<file path="src/rtl/bcl_pkg.sv">
package bcl_pkg;
  localparam int MODE_W = 2;

  typedef enum logic [MODE_W-1:0] {
    MODE_RUN   = 2'b00,
    MODE_BRAKE = 2'b01,
    MODE_COAST = 2'b10
  } bridgeMode_t;

  typedef struct packed {
    logic capture;     // store brakeSel this edge
    logic active;      // an event is currently stored
    logic faultClear;  // reset toggle seen
  } ctrlStrobes_t;
endpackage

</file>
<file path="src/rtl/bcl_ctrl.sv">
module bcl_ctrl
  import bcl_pkg::*;
(
  input  logic         clk,
  input  logic         rstN,
  input  logic         resetIn,
  input  logic         uvFlag,
  output ctrlStrobes_t strobes
);
  logic resetPrevQ;
  logic latchedQ;
  logic resetRise;
  logic trigger;
  logic releaseOk;

  assign resetRise = resetIn & ~resetPrevQ;
  assign trigger   = (uvFlag | resetRise) & ~latchedQ;
  assign releaseOk = latchedQ & ~resetIn & ~uvFlag;

  always_ff @(posedge clk) begin
    if (!rstN) begin
      resetPrevQ <= 1'b0;
      latchedQ   <= 1'b0;
    end else begin
      resetPrevQ <= resetIn;
      if (trigger)        latchedQ <= 1'b1;
      else if (releaseOk) latchedQ <= 1'b0;
    end
  end

  always_comb begin
    strobes.capture    = trigger;
    strobes.active     = latchedQ;
    strobes.faultClear = resetRise;
  end
endmodule

</file>
<file path="src/rtl/bcl_datapath.sv">
module bcl_datapath
  import bcl_pkg::*;
(
  input  logic              clk,
  input  logic              rstN,
  input  ctrlStrobes_t      strobes,
  input  logic              brakeReq,
  input  logic              brakeSel,
  input  logic              stallDetect,
  output logic [MODE_W-1:0] modeCode,
  output logic              allLowOn,
  output logic              allGatesOff,
  output logic              stallFault
);
  logic        selQ;
  logic        faultQ;
  bridgeMode_t modeQ;
  bridgeMode_t modeNext;

  always_comb begin
    if (strobes.active) modeNext = selQ ? MODE_BRAKE : MODE_COAST;
    else                modeNext = brakeReq ? MODE_BRAKE : MODE_RUN;
  end

  always_ff @(posedge clk) begin
    if (!rstN) begin
      selQ        <= 1'b0;
      faultQ      <= 1'b0;
      modeQ       <= MODE_RUN;
      allLowOn    <= 1'b0;
      allGatesOff <= 1'b0;
    end else begin
      if (strobes.capture) selQ <= brakeSel;
      if (strobes.faultClear) faultQ <= 1'b0;
      else if (stallDetect)   faultQ <= 1'b1;
      modeQ       <= modeNext;
      allLowOn    <= (modeNext == MODE_BRAKE);
      allGatesOff <= (modeNext == MODE_COAST);
    end
  end

  assign modeCode   = modeQ;
  assign stallFault = faultQ;
endmodule

</file>
<file path="src/rtl/brake_coast_latch.sv">
module brake_coast_latch
  import bcl_pkg::*;
(
  input  logic              clk,
  input  logic              rstN,
  input  logic              brakeReq,
  input  logic              brakeSel,
  input  logic              resetIn,
  input  logic              uvFlag,
  input  logic              stallDetect,
  output logic [MODE_W-1:0] modeCode,
  output logic              allLowOn,
  output logic              allGatesOff,
  output logic              stallFault
);
  ctrlStrobes_t strobes;

  bcl_ctrl ctrl_i (
    .clk     (clk),
    .rstN    (rstN),
    .resetIn (resetIn),
    .uvFlag  (uvFlag),
    .strobes (strobes)
  );

  bcl_datapath dp_i (
    .clk         (clk),
    .rstN        (rstN),
    .strobes     (strobes),
    .brakeReq    (brakeReq),
    .brakeSel    (brakeSel),
    .stallDetect (stallDetect),
    .modeCode    (modeCode),
    .allLowOn    (allLowOn),
    .allGatesOff (allGatesOff),
    .stallFault  (stallFault)
  );
endmodule

</file>
<file path="config.mk">
export PLATFORM = sky130hd
export DESIGN_NAME = brake_coast_latch
export DESIGN_NICKNAME = d
export VERILOG_FILES = /design/src/rtl/bcl_pkg.sv /design/src/rtl/bcl_ctrl.sv /design/src/rtl/bcl_datapath.sv /design/src/rtl/brake_coast_latch.sv
export SDC_FILE = /design/constraint.sdc
export NUM_CORES = 1
export LEC_CHECK = 0
export ABC_AREA = 1
export BUFFER_PORTS_ARGS = -buffer_cell sky130_fd_sc_hd__buf_4
export CORE_AREA = 5 5 42 44
export CTS_BUF_LIST = sky130_fd_sc_hd__clkbuf_2 sky130_fd_sc_hd__clkbuf_4 sky130_fd_sc_hd__clkbuf_8
export DETAILED_ROUTE_END_ITERATION = 8
export DIE_AREA = 0 0 47 49
export HOLD_SLACK_MARGIN = 0.08
export PLACE_DENSITY_LB_ADDON = 0.08
export SLEW_MARGIN = 20
export SYNTH_ARGS = -nofsm -noshare
export SYNTH_HDL_FRONTEND = slang
export SYNTH_HIERARCHICAL = 1
export SYNTH_SLANG_ARGS = --single-unit
</file>
<file path="constraint.sdc">
create_clock -name clk -period 1.3 [get_ports clk]
set_input_delay 0.13 -clock clk [delete_from_list [all_inputs] [get_ports clk]]
set_output_delay 0.13 -clock clk [all_outputs]
set_load 0.03 [all_outputs]
</file>
==> flow_summary.toml <==
[synthesis]
synth_area_leaders = "dfxtp_1, nand2_1, buf_4, inv_1, nor2_1"
ys_ff_latch = 7
synth_edf_count = 0
synthesis.area_um2 = 284
synth_top_area_share = 0.493
yosysTopAreaCell = "dfxtp_1"
post-synth-top-count-cell = "nand2_1"
avgSynthCellArea_um2 = 7.28
ys_seq_area_frac = 0.493
yosysUniqueCellTypes = 9
synthFlopType = "dfxtp_1"
synthCells = 39
ys_warn_count = 6
synth_nets = 46
synthArstFlopShare = 0
yosys-top-cells-count = "nand2_1, dfxtp_1, inv_1, nor2_1, buf_4"

[setup_path]
crit_path_max_fanout = 2
cp_data_arrival_time_ns = 0.73
cp_cell_sequence = "buf_4"
worstSetupStartpoint = "dp_i/modeCode[0]$_SDFF_PN0_"
worst-path-stages = 1
path_buf_inv = 1
worstSetupStartpointType = "flop"
r2r_start = "ctrl_i/resetPrevQ$_SDFF_PN0_"
crit_type = "flop to primary output"
reg2reg_depth = 6
cpPeakStageDelay_ns = 0.32
endpoint_kind = "primary output"
worstReg2RegEnd = "dp_i/selQ$_SDFFE_PN0P_"
critical_path.top_delay_family = "flip-flops"
rrSetupSlack_ns = 0.47
cp_slowest_cell = "dfxtp_1"
worstPathRequired_ns = 1.17
crit_end = "modeCode[0]"

[timing]
clock_skew_ns = 0.00450
timing.setup.tns_ns = 0
final_hold_viol_count = 0
clock.fmax_mhz = 1160
rsz0062_at_grt = "false"
drv_slew = 0
fin_crit_ns = 0.860
finalCritPeriodShare = 0.662
max-slew-margin-rel = 0.885
worstMarginPinSlew_ns = 0.172
setup_viol = 0

[die]
die_w_um = 47
core_um2 = 1400
initial_core_util = 0.203
num_rows = 14
die_height_um = 49
die_area_um2 = 2300
io_pins = 12

[clocking]
cts.htree.levels = 1
cts_resized = 0
cts_made_buffers = 3
postCtsHoldBufs = 0
clock-sinks = 7
cts_tree = "done"
post_cts_buffers = 0
cts-root-buf = "clkbuf_4"
clk_latency_ns = 0.25
clk_pin_slew_worst_paths_ns = 0.05
clockBufferDepth = 2

[place]
gp_congestion = 0.699
io_buffers = 11
dp_hpwl_um = 383
dpl.cell_count = 62

[detailed_routing]
viasPerCell = 3.35
ant_nets = 0
wl_per_cell_um = 7.33
firstDrtPassIters = 2
first_iter_violations = 1
num_vias = 221
wl_um = 484
post-route-drc-count = 0

[grt]
grt_start_max_net_pins = 7
antenna_found_initial = 0
overflow = 0
grt_pass1_vias = 205
grt_usage = 0.0571
grt_pass1_wl_um = 821

[cells_and_area]
fill_cells = 165
nets = 58
antennaDiodeCount = 0
instances_no_fill = 66
area_delta_synth_final_pct = 36.1
final_util = 0.276
drive_above_1_share = 0.380

[pwr]
power.density_nw_per_um2 = 1420
p_leak_nw = 0.218
irDropWorstVdd_v = 0.000407

[job]
cap_violations = 0

[outcome]
status = "completed"

[worst_hold_path]
hold_path.class = "primary input to flop"
-- sequential cells by signal, indices dropped and copies added (netlist names) --
signal,count
dp_i/modeCode,2
ctrl_i/resetPrevQ,1
ctrl_i/latchedQ,1
dp_i/allGatesOff,1
dp_i/stallFault,1
dp_i/selQ,1
-- worst min path at each step --
stage	startpoint	endpoint	cells after the start
finish	resetIn	ctrl_i/resetPrevQ$_SDFF_PN0_	3
global route	resetIn	ctrl_i/resetPrevQ$_SDFF_PN0_	3
CTS	resetIn	ctrl_i/resetPrevQ$_SDFF_PN0_	3
detailed placement	resetIn	ctrl_i/resetPrevQ$_SDFF_PN0_	3
global placement	resetIn	ctrl_i/resetPrevQ$_SDFF_PN0_	3
floorplan	rstN	ctrl_i/latchedQ$_SDFFE_PN0P_	2
-- stage by stage --
stage / hold slack, ns / worst slack [ns] / power [mW] / area (um^2)
global placement: 0.344 / 0.481 / 0.338 / 357
detailed placement: 0.346 / 0.462 / 0.339 / 357
finish: 0.0959 / 0.440 / 0.550 / 387
CTS: 0.0809 / 0.423 / 0.566 / 387
global route: 0.0994 / 0.352 / 0.595 / 387
floorplan: 0.233 / 0.468 / 0.313 / 284
-- tightest hold or removal path, delay by kind of cell --
family | cells | cell delay [ns]
buf+inv | 2 | 0.13
simple gates | 1 | 0.05
-- power breakdown --
part / leakage (nW) / switching, mW / internal, mW / total [mW]
combinational: 0.141 / 0.0532 / 0.0395 / 0.0928
sequential: 0.0582 / 0.00795 / 0.232 / 0.240
clock: 0.0184 / 0.0798 / 0.138 / 0.218
-- area by class of cell --
| class | instances | area [um^2] | area share |
|---|---|---|---|
| Multi-Input combinational cell | 20 | 83.8 | 0.217 |
| Inverter | 8 | 30.0 | 0.0777 |
| Clock buffer | 4 | 30.0 | 0.0777 |
| Sequential cell | 7 | 140 | 0.362 |
| Tap cell | 16 | 20.0 | 0.0518 |
| Timing Repair Buffer | 11 | 82.6 | 0.214 |
-- routing by layer --
layer	GRT usage	vias to the layer above	routed length, um
met4	0.0691	0	0
met5	0	-	0
li1	-	128	-
met3	0.0443	0	56
met2	0.0656	8	239
met1	0.0552	85	188
-- logic make-up (layout without fill, tap and decap cells) --
kind of cell / after synthesis / count (layout) / synth area share
and+or+nand+nor: 19 / 19 / 0.278
DFF: 7 / 7 / 0.493
buffers and inverters: 12 / 23 / 0.211
AOI/OAI and AO/OA: 1 / 1 / 0.0176
-- cell usage in the layout, fill, tap and decap left out --
cell | synthesis | routed
nor2_1 | 7 | 7
a21oi_1 | 1 | 1
inv_2 | 1 | 1
nor2_2 | 1 | 1
clkbuf_4 | 0 | 4
inv_1 | 7 | 7
buf_4 | 4 | 11
dfxtp_1 | 7 | 7
nand2_1 | 9 | 9
nand2_2 | 2 | 2
Note: power is estimated with default switching activity, not from simulation.
